--- config.mk ---
export PLATFORM = sky130hd
export DESIGN_NAME = cpu16_core
export DESIGN_NICKNAME = d
export VERILOG_FILES = /design/src/rtl/cpu16_pkg.sv /design/src/rtl/cpu16_alu.sv /design/src/rtl/cpu16_regfile.sv /design/src/rtl/cpu16_ctrl.sv /design/src/rtl/cpu16_core.sv
export SDC_FILE = /design/constraint.sdc
export NUM_CORES = 1
export LEC_CHECK = 0
export ABC_AREA = 1
export BUFFER_PORTS_ARGS = -buffer_cell sky130_fd_sc_hd__buf_2
export CORE_MARGIN = 3
export CORE_UTILIZATION = 51
export CTS_CLUSTER_DIAMETER = 40
export CTS_CLUSTER_SIZE = 28
export DETAILED_ROUTE_END_ITERATION = 16
export PLACE_DENSITY = 0.66
export REMOVE_ABC_BUFFERS = 1
export SYNTH_ARGS = -nofsm -noshare
export SYNTH_HDL_FRONTEND = slang
export SYNTH_HIERARCHICAL = 1
export SYNTH_SLANG_ARGS = --single-unit
export TNS_END_PERCENT = 50
--- constraint.sdc ---
create_clock -name clk -period 5 [get_ports clk]
set_input_delay 1 -clock clk [delete_from_list [all_inputs] [get_ports clk]]
set_output_delay 1 -clock clk [all_outputs]
set_load 0.02 [all_outputs]
--- src/rtl/cpu16_pkg.sv ---
package cpu16_pkg;

    localparam int XLEN   = 16;
    localparam int NREGS  = 8;
    localparam int RIDX   = $clog2(NREGS);
    localparam int OFFW   = 7;
    localparam int TGTW   = 13;

    localparam logic [2:0] OPC_RTYPE = 3'd0;
    localparam logic [2:0] OPC_LOAD  = 3'd1;
    localparam logic [2:0] OPC_STORE = 3'd2;
    localparam logic [2:0] OPC_BEQ   = 3'd3;
    localparam logic [2:0] OPC_ADDI  = 3'd4;
    localparam logic [2:0] OPC_JUMP  = 3'd5;
    localparam logic [2:0] OPC_HALT  = 3'd7;

    localparam logic [3:0] FUNCT_LAST = 4'd4;

    typedef enum logic [3:0] {
        ST_FETCH,
        ST_DECODE,
        ST_ALU_R,
        ST_ADDI,
        ST_LOAD_REQ,
        ST_LOAD_WB,
        ST_STORE,
        ST_BRANCH,
        ST_JUMP,
        ST_HALT
    } cpu_state_t;

    typedef enum logic [2:0] {
        ALU_ADD = 3'd0,
        ALU_SUB = 3'd1,
        ALU_AND = 3'd2,
        ALU_OR  = 3'd3,
        ALU_SLT = 3'd4
    } alu_fn_t;

    typedef enum logic [1:0] {
        BSRC_ONE,
        BSRC_REGB,
        BSRC_OFFS
    } bsrc_t;

    typedef struct packed {
        logic    pc_ld;
        logic    pc_from_tgt;
        logic    ir_ld;
        logic    opnd_ld;
        logic    rf_we;
        logic    wb_from_mem;
        logic    dst_is_rd;
        logic    a_is_pc;
        bsrc_t   bsrc;
        logic    fn_from_ir;
        logic    rd_en;
        logic    wr_en;
        logic    addr_is_ea;
    } ctrl_t;

endpackage

--- src/rtl/cpu16_alu.sv ---
module cpu16_alu
    import cpu16_pkg::*;
#(
    parameter int WIDTH = 16
) (
    input  alu_fn_t           fn,
    input  logic [WIDTH-1:0]  a,
    input  logic [WIDTH-1:0]  b,
    output logic [WIDTH-1:0]  y
);

    always_comb begin
        unique case (fn)
            ALU_ADD: y = a + b;
            ALU_SUB: y = a - b;
            ALU_AND: y = a & b;
            ALU_OR:  y = a | b;
            ALU_SLT: y = {{(WIDTH-1){1'b0}}, ($signed(a) < $signed(b))};
            default: y = '0;
        endcase
    end

endmodule

--- src/rtl/cpu16_regfile.sv ---
module cpu16_regfile #(
    parameter int WIDTH = 16,
    parameter int DEPTH = 8,
    localparam int AW   = $clog2(DEPTH)
) (
    input  logic              clk,
    input  logic              rst_n,
    input  logic [AW-1:0]     rsel_a,
    input  logic [AW-1:0]     rsel_b,
    output logic [WIDTH-1:0]  rval_a,
    output logic [WIDTH-1:0]  rval_b,
    input  logic              wen,
    input  logic [AW-1:0]     wsel,
    input  logic [WIDTH-1:0]  wval
);

    logic [WIDTH-1:0] bank [DEPTH];

    always_ff @(posedge clk or negedge rst_n) begin
        if (!rst_n) begin
            for (int i = 0; i < DEPTH; i++) begin
                bank[i] <= '0;
            end
        end else if (wen) begin
            bank[wsel] <= wval;
        end
    end

    assign rval_a = bank[rsel_a];
    assign rval_b = bank[rsel_b];

    // a write to any index, index 0 included, is visible on the next read
    a_r12_write_visible: assert property (@(posedge clk) disable iff (!rst_n)
        (wen && rsel_a == wsel) |=> (rval_a == $past(wval)));

endmodule

--- src/rtl/cpu16_ctrl.sv ---
module cpu16_ctrl
    import cpu16_pkg::*;
(
    input  logic        clk,
    input  logic        rst_n,
    input  logic [2:0]  opc,
    input  logic [3:0]  funct,
    input  logic        opnd_eq,
    output cpu_state_t  state,
    output ctrl_t       ctl
);

    cpu_state_t nxt;

    always_ff @(posedge clk or negedge rst_n) begin
        if (!rst_n) state <= ST_FETCH;
        else        state <= nxt;
    end

    always_comb begin
        nxt = ST_FETCH;
        unique case (state)
            ST_FETCH:    nxt = ST_DECODE;
            ST_DECODE: begin
                unique case (opc)
                    OPC_RTYPE: nxt = (funct <= FUNCT_LAST) ? ST_ALU_R : ST_FETCH;
                    OPC_LOAD:  nxt = ST_LOAD_REQ;
                    OPC_STORE: nxt = ST_STORE;
                    OPC_BEQ:   nxt = opnd_eq ? ST_BRANCH : ST_FETCH;
                    OPC_ADDI:  nxt = ST_ADDI;
                    OPC_JUMP:  nxt = ST_JUMP;
                    OPC_HALT:  nxt = ST_HALT;
                    default:   nxt = ST_FETCH;
                endcase
            end
            ST_LOAD_REQ: nxt = ST_LOAD_WB;
            ST_HALT:     nxt = ST_HALT;
            default:     nxt = ST_FETCH;
        endcase
    end

    always_comb begin
        ctl      = '0;
        ctl.bsrc = BSRC_ONE;
        unique case (state)
            ST_FETCH: begin
                ctl.rd_en   = 1'b1;
                ctl.a_is_pc = 1'b1;
                ctl.bsrc    = BSRC_ONE;
                ctl.pc_ld   = 1'b1;
            end
            ST_DECODE: begin
                ctl.ir_ld   = 1'b1;
                ctl.opnd_ld = 1'b1;
            end
            ST_ALU_R: begin
                ctl.bsrc       = BSRC_REGB;
                ctl.fn_from_ir = 1'b1;
                ctl.rf_we      = 1'b1;
                ctl.dst_is_rd  = 1'b1;
            end
            ST_ADDI: begin
                ctl.bsrc  = BSRC_OFFS;
                ctl.rf_we = 1'b1;
            end
            ST_LOAD_REQ: begin
                ctl.bsrc       = BSRC_OFFS;
                ctl.rd_en      = 1'b1;
                ctl.addr_is_ea = 1'b1;
            end
            ST_LOAD_WB: begin
                ctl.rf_we       = 1'b1;
                ctl.wb_from_mem = 1'b1;
            end
            ST_STORE: begin
                ctl.bsrc       = BSRC_OFFS;
                ctl.wr_en      = 1'b1;
                ctl.addr_is_ea = 1'b1;
            end
            ST_BRANCH: begin
                ctl.a_is_pc = 1'b1;
                ctl.bsrc    = BSRC_OFFS;
                ctl.pc_ld   = 1'b1;
            end
            ST_JUMP: begin
                ctl.pc_ld       = 1'b1;
                ctl.pc_from_tgt = 1'b1;
            end
            default: ;
        endcase
    end

    // fetch is always followed by decode
    a_r3_fetch_then_decode: assert property (@(posedge clk) disable iff (!rst_n)
        (state == ST_FETCH) |=> (state == ST_DECODE));

    // a load request is always followed by its write-back
    a_r6_load_writeback: assert property (@(posedge clk) disable iff (!rst_n)
        (state == ST_LOAD_REQ) |=> (state == ST_LOAD_WB));

    // opcode 6 goes straight back to fetch
    a_r11_unused_opcode: assert property (@(posedge clk) disable iff (!rst_n)
        (state == ST_DECODE && opc == 3'd6) |=> (state == ST_FETCH));

endmodule

--- src/rtl/cpu16_core.sv ---
module cpu16_core
    import cpu16_pkg::*;
(
    input  logic              clk,
    input  logic              rst_n,
    output logic [XLEN-1:0]   mem_addr,
    output logic              mem_rd,
    output logic              mem_wr,
    output logic [XLEN-1:0]   mem_wdata,
    input  logic [XLEN-1:0]   mem_rdata
);

    cpu_state_t       state;
    ctrl_t            ctl;
    logic [XLEN-1:0]  pc_q;
    logic [XLEN-1:0]  ir_q;
    logic [XLEN-1:0]  opa_q;
    logic [XLEN-1:0]  opb_q;
    logic [XLEN-1:0]  instr;
    logic [XLEN-1:0]  rf_a;
    logic [XLEN-1:0]  rf_b;
    logic [XLEN-1:0]  alu_a;
    logic [XLEN-1:0]  alu_b;
    logic [XLEN-1:0]  alu_y;
    logic [XLEN-1:0]  offs_x;
    logic [XLEN-1:0]  tgt_x;
    logic [XLEN-1:0]  wb_val;
    logic [RIDX-1:0]  wb_sel;
    alu_fn_t          alu_fn;

    // The instruction word is on the read bus during decode, latched after it
    assign instr  = (state == ST_DECODE) ? mem_rdata : ir_q;
    assign offs_x = {{(XLEN-OFFW){ir_q[OFFW-1]}}, ir_q[OFFW-1:0]};
    assign tgt_x  = {{(XLEN-TGTW){1'b0}}, ir_q[TGTW-1:0]};

    cpu16_ctrl u_ctrl (
        .clk     (clk),
        .rst_n   (rst_n),
        .opc     (instr[15:13]),
        .funct   (instr[3:0]),
        .opnd_eq (rf_a == rf_b),
        .state   (state),
        .ctl     (ctl)
    );

    cpu16_regfile #(.WIDTH(XLEN), .DEPTH(NREGS)) u_rf (
        .clk    (clk),
        .rst_n  (rst_n),
        .rsel_a (instr[12:10]),
        .rsel_b (instr[9:7]),
        .rval_a (rf_a),
        .rval_b (rf_b),
        .wen    (ctl.rf_we),
        .wsel   (wb_sel),
        .wval   (wb_val)
    );

    always_comb begin
        alu_a = ctl.a_is_pc ? pc_q : opa_q;
        unique case (ctl.bsrc)
            BSRC_REGB: alu_b = opb_q;
            BSRC_OFFS: alu_b = offs_x;
            default:   alu_b = {{(XLEN-1){1'b0}}, 1'b1};
        endcase
        alu_fn = ctl.fn_from_ir ? alu_fn_t'(ir_q[2:0]) : ALU_ADD;
    end

    cpu16_alu #(.WIDTH(XLEN)) u_alu (
        .fn (alu_fn),
        .a  (alu_a),
        .b  (alu_b),
        .y  (alu_y)
    );

    assign wb_sel = ctl.dst_is_rd ? ir_q[6:4] : ir_q[9:7];
    assign wb_val = ctl.wb_from_mem ? mem_rdata : alu_y;

    always_ff @(posedge clk or negedge rst_n) begin
        if (!rst_n) begin
            pc_q  <= '0;
            ir_q  <= '0;
            opa_q <= '0;
            opb_q <= '0;
        end else begin
            if (ctl.pc_ld)   pc_q  <= ctl.pc_from_tgt ? tgt_x : alu_y;
            if (ctl.ir_ld)   ir_q  <= mem_rdata;
            if (ctl.opnd_ld) begin
                opa_q <= rf_a;
                opb_q <= rf_b;
            end
        end
    end

    assign mem_addr  = ctl.addr_is_ea ? alu_y : pc_q;
    assign mem_rd    = ctl.rd_en;
    assign mem_wr    = ctl.wr_en;
    assign mem_wdata = opb_q;

    // each fetch advances the PC by one
    a_r2_pc_advance: assert property (@(posedge clk) disable iff (!rst_n)
        (state == ST_FETCH) |=> (pc_q == $past(pc_q) + 16'd1));

    // the PC does not move during decode
    a_r2_pc_hold_decode: assert property (@(posedge clk) disable iff (!rst_n)
        (state == ST_DECODE) |=> $stable(pc_q));

    // the two strobes never overlap
    a_r7_strobes_exclusive: assert property (@(posedge clk) disable iff (!rst_n)
        !(mem_rd && mem_wr));

    // once halted, the port stays idle
    a_r10_halt_idle: assert property (@(posedge clk) disable iff (!rst_n)
        (state == ST_HALT) |=> (state == ST_HALT && !mem_rd && !mem_wr));

endmodule

Word-level counts from Yosys, hierarchy flattened. Index checks and enable logic that the tools add are counted.

Order comparisons: 6. Bitwise logic cells: 5. Equal/unequal tests: 22. Reductions and logical operators: 10. Add/subtract/negate cells: 2. Muxes and demuxes: 33.

Operator list (number): 16-bit two-way mux (10); 128-bit bitwise mux (1); 16-bit binary-select mux with 3-bit select (2); 16-bit one-hot mux with 5 select lines (1); 16-bit demux with 3-bit select (1); 16-bit one-hot mux with 2 select lines (1); 4-bit one-hot mux with 7 select lines (1); 16-bit adder (1); 16-bit AND (1); 16-bit == test (1); 4-bit by 3-bit == test with 1-bit output (second input constant) (4); 16-bit < comparator (1); 16-bit OR (1); 4-bit one-hot mux with 4 select lines (1); 16-bit subtractor (1); 3-bit by 2-bit == test with 1-bit output (second input constant) (4); 3-bit == test (second input constant) (4); 4-bit greater-or-equal comparator (second input constant) (3); 3-bit NOT with 4-bit output (3); 1-bit two-way mux (9); 3-bit two-way mux (3); 4-bit by 2-bit == test with 1-bit output (second input constant) (2); 4-bit == test (second input constant) (2); 3-bit by 1-bit == test with 1-bit output (second input constant) (2); other kinds (13) (18).

Bits in registers: 196. Logic and storage cells: 91. Input port bits: 18.

Depth between registers and ports, before layout. Gate-level depths: netlist of the first run.

Depth in word-level cells: 10. Gate-level depth with buffers: 27. Gate-level depth less buffers: 24.

By module. Netlist of the first run, hierarchy kept.

By module, submodules not included: cpu16_regfile (area an instance 7489.7 um^2, sequential area each 3203.1 um^2, cells an instance 1165, instances 1); cpu16_core (area an instance 3803.6 um^2, sequential area each 1601.5 um^2, cells an instance 503, instances 1); cpu16_alu (area an instance 2753.9 um^2, sequential area each 0.0 um^2, cells an instance 505, instances 1); cpu16_ctrl (area an instance 407.9 um^2, sequential area each 100.1 um^2, cells an instance 64, instances 1).

Worst setup path before layout of the first run. Ideal clock, no wire load.

Path kind: reg-to-output. Start point: reg u_ctrl.state[0]. End point: out mem_addr[8]. Slack: 0.830 ns. Stages on the path, launching flop included: 20. Arrival time: 3.170 ns. Buffers on the path: 3. Path through: dfrtp_1 -> buf_4 -> nor2_1 -> a31o_2 -> ha_1 -> clkbuf_1 -> buf_2 -> a21oi_1 -> inv_1 -> fa_1 -> inv_1 -> nand3_1 -> nand3_1 -> nand2_1 -> nand3_1 -> a21boi_0 -> o21ai_0 -> nand3_1 -> nand2_1 -> o21ai_0.

RTL lines: start: declaration (RTL line cpu16_ctrl.sv:9) `output cpu_state_t state,`; start signal: assignment (RTL line cpu16_ctrl.sv:17) `else state <= nxt;`; end: declaration (RTL line cpu16_core.sv:6) `output logic [XLEN-1:0] mem_addr,`.

==> results.md, run 1 <==
- The flow ran to the end, and the final reports show no timing, DRC or antenna violations.
- STA classifies the critical path endpoint as a primary output.
- The startpoint identified for the worst register-to-register timing path is u_ctrl/state[2].
- The synthesis warning total is 6.
- In the layout the commonest cells are sky130_fd_sc_hd__nand2_1 (834), sky130_fd_sc_hd__inv_1 (331), sky130_fd_sc_hd__o21ai_0 (225), sky130_fd_sc_hd__dfrtp_1 (193), sky130_fd_sc_hd__nand3_1 (192).
- The final hold violation count came to 0.
- The signal on the critical path passes through nand2_4 > nor2_2 > a31o_2 > inv_1 > ha_2 > buf_8 > nand2_1 > a21oi_2 > inv_1 > ha_4 > clkbuf_2 > nand2_1 > nand2_1 > a21oi_1 > nand2_2 > a21boi_1 > o21ai_1 > nand3_1 > nand2_1 > o21ai_0 > buf_2.
- For this design, the sink count on the clock tree is 196.
- For this configuration, the core starts out at a cell density of 0.528.
- The largest delay contributor family on the critical path is compound AO/OA/AOI/OAI gates.
- Input and output buffers added on the ports amount to a little over 50.
- The dominant cell type by count on the critical path is sky130_fd_sc_hd__nand2_1.
- Along the worst path, the maximum fanout reaches 14.
- Entering global routing, the biggest net connects 104 pins.
- For this block, the initial DRC count from the detailed router was roughly 1,500.
- The buffer and inverter count on the worst path is 5.
- Relative to the synthesized area, the layout overhead comes to 9.55%.
- Dividing the synthesized area by the synthesized cell count gives 6.46 um2.
- The count of cells in the finished layout, fillers not included, comes to ~2,600.
- The fmax is 0.207 GHz.
- The number of antenna violations at the first check in global routing is 0.
- In this run, synthesis produced a sequential element count of 196.
- The prevailing post-synth register cell is sky130_fd_sc_hd__dfrtp_1.
- The global-route wire length before repair is a little over 70 mm.
- In the synthesized netlist, the number of instances is approximately 2,200.
- After detailed routing, the number of remaining DRC violations is 0.
- The max-slew headroom at the worst pin is 0.151.
- The category of the critical setup timing path is register to primary output.
- The library cell used most frequently in the layout, excluding fill and tap cells, is sky130_fd_sc_hd__nand2_1.
- Across the run, the number of max-cap violations was 0.
- The diode insertion count for antenna repair is 0.
- In the final routed layout, each cell accounts on average for 17.0 um.
- Once placement completed, the tool counted placed cells totaling roughly 2,600.
- Of the cells placed in the final design, the portion with a size suffix greater than 1 is 0.111.
- 52 I/O pins were placed.
- Setup violations remaining at the end of the flow were counted as 0.
- Across every metal layer, demand over resource in global routing totals 0.293.
- At the pin with the least slew margin, the transition time is ~1300 ps.
- The number of optimization iterations in the first detailed-route pass is 5.
- The total clock buffers created by CTS is 17.
- In this run the horizontal extent of the chip is approximately 170 um.
- The element type at the critical path start is a register.
- For the finished layout, the period the worst path requires is 4840 ps.
- The floorplan core area is between 20,000 and 30,000 um2.
- The CTS tree is done.
- Global routing finished with a remaining overflow of 0.
- The routability congestion estimate from global placement is 0.939.
- The root buffer selected by CTS is sky130_fd_sc_hd__clkbuf_16.
- The count of cell types in the netlist is 45.
- The number of global-route vias before repair is 12,993.
- The via total after detailed routing is 14,093.
- The data arrival time of the critical path is 3840 ps.
- The class of the tightest hold or removal check is register to register.
- The layout has 2,651 filler cells.
- The cell area that synthesis handed to floorplanning was 14,500 um2.
- In the synthesized netlist the async set-or-reset flop fraction comes to 1.00.
- The number of synthesized flops with an enable pin is 0.
- The number of slew-limit violations in the final report was 0.
- The number of vias per cell after detailed routing is 5.39.
- The detail route stage leaves a number of antenna-violating nets equal to 0.
- The clock latency on the worst-skew pair is 450 ps.
- The sequential-to-total area share from yosys stat is 0.339.
- The largest individual stage delay along the critical path comes from the cell sky130_fd_sc_hd__dfrtp_2.
- Clock-pin slew was measured on the worst setup and hold paths at 80 ps.
- The die covers 30,400 um2.
- The floorplan die height is 174 um.
- The routed design has 44.6 mm of wire.
- The hold path startpoint is u_rf/bank[59].
- Summed over all failing endpoints, the final setup total negative slack is 0 ps.
- The half-perimeter wire length after detailed placement is 30.6 mm.
- The floorplan row count is 60.
- The stage delay of the slowest cell on the critical path is 480 ps.
- The total number of nets in the final design is 2,304.
- At the worst endpoint, the required time is roughly 4000 ps.
- The largest buffer count on any clock path is 2.
- The final period utilization is 0.968.
- CTS built an H-tree with a depth of 4.
- The origin of the worst setup path is u_ctrl/state[2].
- Across the routed clock network, the largest skew measured is 19.1 ps.
==> registers in the layout, summed over array words and instances, names as in the netlist <==
name          cells
ir_q             16
opa_q            16
mem_wdata        16
u_rf/bank       128
pc_q             16
u_ctrl/state      4
==> logic make-up after synthesis <==
| group | Yosys count | synth area share |
|---|---|---|
| simple gates | 1169 | 0.334 |
| buf+inv | 463 | 0.133 |
| compound gates | 326 | 0.123 |
| flops | 196 | 0.339 |
| fa+ha+maj | 55 | 0.0486 |
| mux | 17 | 0.0153 |
| xor+xnor | 11 | 0.00666 |
==> worst paths after layout <==
check	to	slack, ps	cells after the start
setup / recovery	mem_addr[6]	160	21
hold / removal	u_rf/bank[59]	490	2
setup reg to reg	u_rf/bank[96]	860	21
hold reg to reg	u_rf/bank[59]	490	2
max in group asynchronous	u_rf/bank[92]	3440	2
min in group asynchronous	u_rf/bank[73]	630	1
==> cell usage after synthesis, types with 2 or more instances <==
| master | instances | share of area |
|---|---|---|
| sky130_fd_sc_hd__nand4_1 | 8 | 0.0035 |
| sky130_fd_sc_hd__a21boi_0 | 5 | 0.0026 |
| sky130_fd_sc_hd__nand2_2 | 5 | 0.0022 |
| sky130_fd_sc_hd__nor3_4 | 3 | 0.0034 |
| sky130_fd_sc_hd__buf_2 | 64 | 0.022 |
| sky130_fd_sc_hd__nand3_1 | 198 | 0.069 |
| sky130_fd_sc_hd__nor2_2 | 10 | 0.0043 |
| sky130_fd_sc_hd__o22ai_1 | 16 | 0.0069 |
| sky130_fd_sc_hd__clkbuf_2 | 5 | 0.0017 |
| sky130_fd_sc_hd__a21oi_2 | 15 | 0.0091 |
| sky130_fd_sc_hd__buf_6 | 10 | 0.0078 |
| sky130_fd_sc_hd__fa_1 | 2 | 0.0028 |
| sky130_fd_sc_hd__nand2_1 | 840 | 0.22 |
| sky130_fd_sc_hd__nor3_1 | 9 | 0.0031 |
| sky130_fd_sc_hd__mux2_4 | 8 | 0.0083 |
| sky130_fd_sc_hd__clkbuf_1 | 29 | 0.0075 |
| sky130_fd_sc_hd__o21ai_0 | 227 | 0.079 |
| sky130_fd_sc_hd__dfrtp_1 | 196 | 0.34 |
| sky130_fd_sc_hd__mux2_2 | 9 | 0.0070 |
| sky130_fd_sc_hd__xnor2_1 | 11 | 0.0067 |
| sky130_fd_sc_hd__inv_1 | 333 | 0.086 |
| sky130_fd_sc_hd__inv_2 | 13 | 0.0034 |
| sky130_fd_sc_hd__buf_4 | 7 | 0.0036 |
| sky130_fd_sc_hd__o2111ai_1 | 3 | 0.0018 |
| sky130_fd_sc_hd__a21boi_1 | 2 | 0.0010 |
| sky130_fd_sc_hd__o21bai_1 | 3 | 0.0016 |
| sky130_fd_sc_hd__buf_1 | 2 | 0.00052 |
| sky130_fd_sc_hd__nor2_1 | 86 | 0.022 |
| sky130_fd_sc_hd__a21oi_1 | 48 | 0.017 |
| sky130_fd_sc_hd__nor4_1 | 2 | 0.00087 |
| sky130_fd_sc_hd__ha_1 | 53 | 0.046 |
| sky130_fd_sc_hd__nor2_4 | 2 | 0.0016 |
==> final cells by class <==
type	instances	area (um2)	share of cell area
Clock buffer	18	439	0.0277
Tap cell	372	465	0.0294
Inverter	346	1300	0.0820
Multi-Input combinational cell	1578	7950	0.502
Timing Repair Buffer	92	633	0.0400
Sequential cell	196	4910	0.310
Clock inverter	13	138	0.00869
==> worst min-delay path, delay by kind of cell (launching register included) <==
kind / cells / cell delay (ps)
AOI/OAI and AO/OA: 1 / 50
DFF: 1 / 350
and+or+nand+nor: 1 / 50
==> routing by layer <==
metal	GRT usage	wire length, um	part of all wire
met5	0	0	0
met4	0.0885	1230	0.028
met3	0.0387	2960	0.066
met1	0.406	19900	0.45
met2	0.479	20500	0.46
==> what timing repair did <==
item,in CTS,in global routing
pin swaps,0,8
endpoints found under the setup margin,14,14
setup buffers,0,9
resized for setup,24,51
hold buffers,0,0
==> through the flow <==
step | setup WS, ps | util | hold WS [ps] | instance area [um2]
after CTS | 2.02 | 0.567 | 490 | 15500
after global routing | -26.2 | 0.578 | 501 | 15800
after global placement | 211 | 0.542 | 466 | 14900
after floorplan | -10.7 | - | 453 | 13800
after detailed placement | 208 | 0.542 | 473 | 14900
final | 161 | 0.578 | 486 | 15800
Power of run 1 is left out: the tool's default activity adds up to more than one toggle a clock period on the data nets, which glitch-free logic cannot reach.
==> run 2, diff against run 1 <==
--- a/config.mk
+++ b/config.mk
@@ -14,6 +14,8 @@
 export DETAILED_ROUTE_END_ITERATION = 16
 export PLACE_DENSITY = 0.66
 export REMOVE_ABC_BUFFERS = 1
+export SETUP_SLACK_MARGIN = 0.2
+export SLEW_MARGIN = 20
 export SYNTH_ARGS = -nofsm -noshare
 export SYNTH_HDL_FRONTEND = slang
 export SYNTH_HIERARCHICAL = 1
==> results.md, run 2 (synthesized netlist as in run 1, its figures left out) <==
- Input and output buffers added on the ports amount to 51.
- Once layout is complete, the utilization of the core stands at 0.589.
- The worst setup slack for register-to-register paths is 420 ps.
- The max-slew headroom at the worst pin is 0.336.
- Relative to the synthesized area, the layout overhead comes to 11.6%.
- The worst path setup slack after routing is about 270 ps.
- For the pin with the worst max-slew slack, the measured transition is about 990 ps.
- The instance count along the most critical hold path is 2.
- The first global-routing pass estimated 71.4 mm of wire.
- The fraction of final layout cells sized beyond drive strength 1 is 0.134.
- Of all nets on the critical path, the largest fanout is 7.
- Summing all multi-input logic gate instances after layout gives 8080 um2.
- The via total after detailed routing is roughly 14,000.
- The worst hold path belongs to the class register to register.
- The register with the most flip-flops in the layout has 128 of them.
- The floorplan die height is between 150 and 200 um.
- For this configuration, the core starts out at a cell density of 0.528.
- The origin of the worst setup path is u_ctrl/state[2].
- The floorplan row count is 60.
- The global route total overflow is 0.
- The CTS clock-pin slew for the worst setup and hold paths is 80 ps.
- The largest buffer count on any clock path is 2.
- At the placement stage, the worst setup path has a slack of 200 ps.
- The detail route stage leaves a number of antenna-violating nets equal to 0.
- Across every metal layer, demand over resource in global routing totals 0.294.
- The CTS tree is done.
- TritonCTS created 17 clock buffers.
- The number of cells on the worst reg-to-reg path is 31.
- The instance count after placement with tap cells included is 2,575.
- The final clock skew is about 24 ps.
- The time the worst path needs with I/O delays and setup is about 4700 ps.
- The number of DRC markers in iteration 0 is 1,398.
- After floorplanning, the core was sized to cover roughly 27,000 um2.
- Clock tree synthesis found a total of between 150 and 200 sinks.
- The diode insertion count for antenna repair is 0.
- The run finished with clean final reports.
- The H-tree generated during clock tree synthesis spans 4 levels.
- The worst register-to-register path ends at u_rf/bank[96].
- The cts-stage hold buffer count is 0.
- The final routed wire length divided by cell count is 17.2 um.
- Derived from the worst setup path, the maximum achievable clock frequency is 0.211 GHz.
- In the layout the commonest cells are sky130_fd_sc_hd__nand2_1 (826), sky130_fd_sc_hd__inv_1 (323), sky130_fd_sc_hd__o21ai_0 (215), sky130_fd_sc_hd__dfrtp_1 (193), sky130_fd_sc_hd__nand3_1 (188).
- The data arrival time of the critical path is 3730 ps.
- The final hold violation count came to 0.
- The die covers 30,400 um2.
- The number of antenna violations at the first check in global routing is 0.
- The total number of nets in the final design is approximately 2,300.
- The routability congestion estimate from global placement is between 0.9 and 1.
- The required time at the worst-slack endpoint is around 4000 ps.
- The final instance count without filler cells is about 2,600.
- The max-cap violation count is 0.
- The most frequent standard cell in the layout excluding fill and tap cells is sky130_fd_sc_hd__nand2_1.
- Final hold analysis gives a worst-case slack of approximately 490 ps.
- The number of optimization iterations in the first detailed-route pass is 6.
- The path with the worst hold slack has its endpoint at u_rf/bank[34].
- The clock latency on the worst-skew pair is between 400 and 500 ps.
- Setup repair after global routing could not meet its margin everywhere.
- The worst register-to-register path begins at u_ctrl/state[2].
- The type of element capturing the critical path is a primary output.
- For this design the top-level I/O count stands at 52.
- The number of slew-limit violations in the final report is 0.
- Setup violations remaining at the end of the flow were counted as 0.
- STA classifies the critical path startpoint as a register.
- The root buffer selected by CTS is sky130_fd_sc_hd__clkbuf_16.
- The floorplan step set the die width to 174 um.
- Wires add up to 45.3 mm.
- u_rf/bank holds more flip-flops than any other register.
- The number of vias per cell after detailed routing is 5.38.
- The half-perimeter wire length after detailed placement is 30.7 mm.
- The hold path startpoint is u_rf/bank[34].
- Entering global routing, the biggest net connects between 100 and 150 pins.
- The number of filler instances in the final layout is between 2,000 and 3,000.
- The number of DRC violations after detailed routing is 0.
- The storage element area is approximately 4900 um2.
- The final period utilization is 0.946.
- The category of the critical setup timing path is register to primary output.
- The number of global-route vias before repair is 13,114.
==> run 2: how the worst max path moves through the flow <==
stage                        end  slack, ps  cells after the start
global route         mem_addr[0]        140                     22
CTS                 mem_addr[11]        210                     22
global placement     mem_addr[0]        210                     19
detailed placement   mem_addr[9]        200                     21
floorplan            mem_addr[0]        -10                     20
finish               mem_addr[0]        270                     21
==> run 2: routing by layer <==
metal / part of all wire / track usage
met1: 0.44 / 0.402
met2: 0.47 / 0.490
met3: 0.061 / 0.0395
met4: 0.026 / 0.0845
met5: 0 / 0
==> run 2: cell type report <==
cell class,count,share of cell area
Inverter,346,0.0805
Timing Repair Buffer,109,0.0475
Tap cell,372,0.0289
Clock inverter,14,0.0112
Clock buffer,18,0.0266
Sequential cell,196,0.304
Multi-Input combinational cell,1578,0.501
==> run 2: stage by stage <==
stage / area, um2 / setup TNS [ps]
final: 16100 / 0
after global routing: 16100 / 0
after CTS: 15800 / 0
after detailed placement: 14900 / 0
after global placement: 14900 / 0
after floorplan: 13800 / -10.7
==> run 2: worst max-delay path: stages, from the launching register on <==
cell and delay [ps]:
sky130_fd_sc_hd__dfrtp_2 470, sky130_fd_sc_hd__nand2_4 120, sky130_fd_sc_hd__nor2_2 40, sky130_fd_sc_hd__a31o_2 250, sky130_fd_sc_hd__inv_2 70, sky130_fd_sc_hd__ha_4 170, sky130_fd_sc_hd__buf_6 150, sky130_fd_sc_hd__nand2_2 70
sky130_fd_sc_hd__a21oi_4 160, sky130_fd_sc_hd__inv_2 70, sky130_fd_sc_hd__ha_4 270, sky130_fd_sc_hd__buf_4 170, sky130_fd_sc_hd__nor2_4 140, sky130_fd_sc_hd__nand2_2 100, sky130_fd_sc_hd__nor4_2 270, sky130_fd_sc_hd__nand2_1 120
sky130_fd_sc_hd__nand3_1 100, sky130_fd_sc_hd__nand3_2 110, sky130_fd_sc_hd__nand2_2 90, sky130_fd_sc_hd__nand2_1 50, sky130_fd_sc_hd__o21ai_1 110, sky130_fd_sc_hd__buf_4 170
==> run 2: what timing repair did <==
item | CTS | global route
gates cloned | 1 | 0
pin swaps | 4 | 23
setup buffers | 13 | 12
gates resized for setup | 53 | 84
setup endpoints to repair | 16 | 23
Power of run 2 is left out for the same reason.
==> run 3, diff against run 2 <==
==> constraint.sdc (replaced) <==
create_clock -name clk -period 5.6 [get_ports clk]
set_input_delay 1.12 -clock clk [delete_from_list [all_inputs] [get_ports clk]]
set_output_delay 1.12 -clock clk [all_outputs]
set_load 0.005 [all_outputs]
==> results.md, run 3 (synthesized netlist as in run 1, its figures left out) <==
- STA puts the critical path data required time at 4480 ps.
- For the final database, setup skew stands at ~17 ps.
- The clock latency on the worst-skew pair is 440 ps.
- The worst hold path was traced through 2 stages.
- The data arrival time of the critical path is about 4100 ps.
- The number of setup buffers added after CTS is 0.
- Global routing finished with a remaining overflow of 0.
- The instance count after placement with tap cells included is 2,578.
- Using the TritonRoute via totals, the vias-per-cell ratio works out to 5.28.
- For hold timing, the worst endpoint is u_rf/bank[34].
- The max-slew headroom at the worst pin is 0.262.
- The final hold violation count is 0.
- The CTS clock-pin slew for the worst setup and hold paths is 80 ps.
- The setup TNS is 0 ps.
- For this run, design rule violations remaining after detail routing come to 0.
- The register with the most flip-flops in the final layout is u_rf/bank.
- The total number of H-tree levels is 4.
- The diode insertion count for antenna repair is 0.
- In this run the most critical hold path is launched from u_rf/bank[34].
- The worst flop-to-flop path endpoint is u_rf/bank[64].
- The max-cap violation count is 0.
- The fraction of final layout cells sized beyond drive strength 1 is 0.0952.
- The post-route standard cell area excluding fillers is about 15,000 um2.
- The cts-stage hold buffer count is 0.
- The antenna violation net count after detailed routing is 0.
- The largest buffer count on any clock path is 2.
- The worst slack on hold paths is ~490 ps.
- Setup repair after global routing could not meet its margin everywhere.
- The die covers 30,400 um2.
- The flip-flop count of the largest register after layout is 128.
- The class of the tightest hold or removal check is register to register.
- The actual transition at the worst max-transition pin is 1100 ps.
- The number of global-route vias before repair is around 13,000.
- The number of slew-limit violations in the final report came to 0.
- After detailed routing, the average wire length per cell comes to 16.8 um.
- The relative area change from synthesis to final layout is 7.22%.
- The starting density of the core is 0.528.
- The run finished with clean final reports.
- Wires add up to 43.7 mm.
- The root buffer selected by CTS is sky130_fd_sc_hd__clkbuf_16.
- The total clock buffers created by CTS is 17.
- The worst setup slack for register-to-register paths is 1200 ps.
- The library cells used most frequently in the layout, excluding fill and tap cells, are sky130_fd_sc_hd__nand2_1 (838), sky130_fd_sc_hd__inv_1 (333), sky130_fd_sc_hd__o21ai_0 (227), sky130_fd_sc_hd__nand3_1 (197), sky130_fd_sc_hd__dfrtp_1 (193).
- The largest fanout on the critical path is 16.
- The total number of clock tree sinks is 196.
- TritonCTS built the clock tree.
- The number of optimization iterations in the first detailed-route pass is 6.
- The setup violation total in the final timing report is 0.
- During I/O placement, the number of pins put on the boundary was 52.
- The final instance count without filler cells is approximately 2,600.
- After the last flow step, the layout net total stands at 2,298.
- The placed instances occupy a cell area of 14,800 um2.
- Of the available clock period, the critical path in the final layout requires 0.924.
- The die outline width is 174 um.
- The floorplan die height is 174 um.
- STA classifies the critical path endpoint as a primary output.
- The initialized floorplan defines 60 standard-cell rows.
- The worst reg2reg path startpoint is u_ctrl/state[2].
- The cell count of the worst reg-to-reg path is 21.
- The congestion estimate from routability-driven global placement came to 0.917.
- During placement, the flow inserted port buffers numbering 51.
- The worst path in the final design needs a cycle of 5180 ps, including I/O delays and setup.
- Static timing analysis puts the maximum clock frequency at just under 0.2 GHz.
- The pin count of the biggest net entering global routing is between 100 and 150.
- The number of antenna violations at the first check in global routing is 0.
- Across every metal layer, demand over resource in global routing totals 0.285.
- The half-perimeter wire length after detailed placement is ~31 mm.
- Leaving out fill and tap cells, the most frequent cell in the layout is sky130_fd_sc_hd__nand2_1.
- The setup path with the least slack is of type register to primary output.
- The global-route wire length before repair is 69.6 mm.
- The via total after detailed routing is 13,772.
- The number of DRC markers in iteration 0 is 1,300.
- The element type at the critical path start is a register.
- The core region is 27,400 um2.
==> run 3: changes by cell type in the layout (fill, tap and decap cells not counted), moves of 9 or more <==
| cell | change |
|---|---|
| sky130_fd_sc_hd__a21oi_2 | -15 |
| sky130_fd_sc_hd__inv_2 | -10 |
| sky130_fd_sc_hd__inv_1 | +10 |
| sky130_fd_sc_hd__nand2_1 | +12 |
| sky130_fd_sc_hd__nand3_1 | +9 |
| sky130_fd_sc_hd__nand3_2 | -9 |
| sky130_fd_sc_hd__nand2_2 | -10 |
| sky130_fd_sc_hd__ha_1 | +9 |
| sky130_fd_sc_hd__o21ai_0 | +12 |
| sky130_fd_sc_hd__buf_4 | -18 |
| sky130_fd_sc_hd__a21oi_1 | +16 |
| sky130_fd_sc_hd__ha_4 | -12 |
==> run 3: worst max-delay path by stage <==
stage	start	end	slack (ps)	depth (start not counted)
floorplan	u_ctrl/state[3]	mem_addr[0]	620	20
global placement	u_ctrl/state[2]	mem_addr[0]	620	21
detailed placement	u_ctrl/state[2]	mem_addr[0]	630	20
CTS	u_ctrl/state[3]	mem_addr[13]	270	24
global route	u_ctrl/state[2]	mem_addr[8]	130	20
finish	u_ctrl/state[2]	mem_addr[0]	420	20
==> run 3: timing repair <==
item                                    in CTS  in global routing
hold endpoints to repair                     0                  0
resized for setup                            2                 23
endpoints found under the setup margin       5                 14
==> run 3: cell type report <==
type,instances,area [um2]
fillers,2736,11900
multi-input cells,1578,7730
flip-flops and latches,196,4910
inverters,346,1300
repair buffers,86,527
well taps,372,465
clock buffers,18,429
clock inverters,14,141
==> run 3: per-stage QoR <==
step	util	setup WS (ps)
2_1_floorplan	-	617
3_3_place_gp	0.542	624
3_5_place_dp	0.542	632
4_1_cts	0.563	273
5_1_grt	0.566	133
6_report	0.566	423
==> run 3: worst max-delay path: stages, from the launching register on <==
cell	delay, ps
sky130_fd_sc_hd__dfrtp_2	470
sky130_fd_sc_hd__nor2_4	150
sky130_fd_sc_hd__nand2_1	120
sky130_fd_sc_hd__nor2_2	190
sky130_fd_sc_hd__inv_1	110
sky130_fd_sc_hd__ha_4	330
sky130_fd_sc_hd__a221o_1	330
sky130_fd_sc_hd__ha_1	230
sky130_fd_sc_hd__fa_1	400
sky130_fd_sc_hd__inv_1	130
sky130_fd_sc_hd__nand2_1	80
sky130_fd_sc_hd__nand3_2	120
sky130_fd_sc_hd__nand3_1	110
sky130_fd_sc_hd__nand2_1	100
sky130_fd_sc_hd__nand2_1	70
sky130_fd_sc_hd__nand3_1	80
sky130_fd_sc_hd__nand3_1	180
sky130_fd_sc_hd__nand2_2	140
sky130_fd_sc_hd__nand2_1	50
sky130_fd_sc_hd__o21ai_0	80
sky130_fd_sc_hd__buf_2	140
==> run 3: routing by layer <==
metal	share of wire	wire length, um	GRT usage
met1	0.45	19600	0.397
met2	0.47	20500	0.474
met3	0.057	2510	0.0260
met4	0.024	1070	0.0841
met5	0	0	0
Power of run 3 is left out for the same reason.
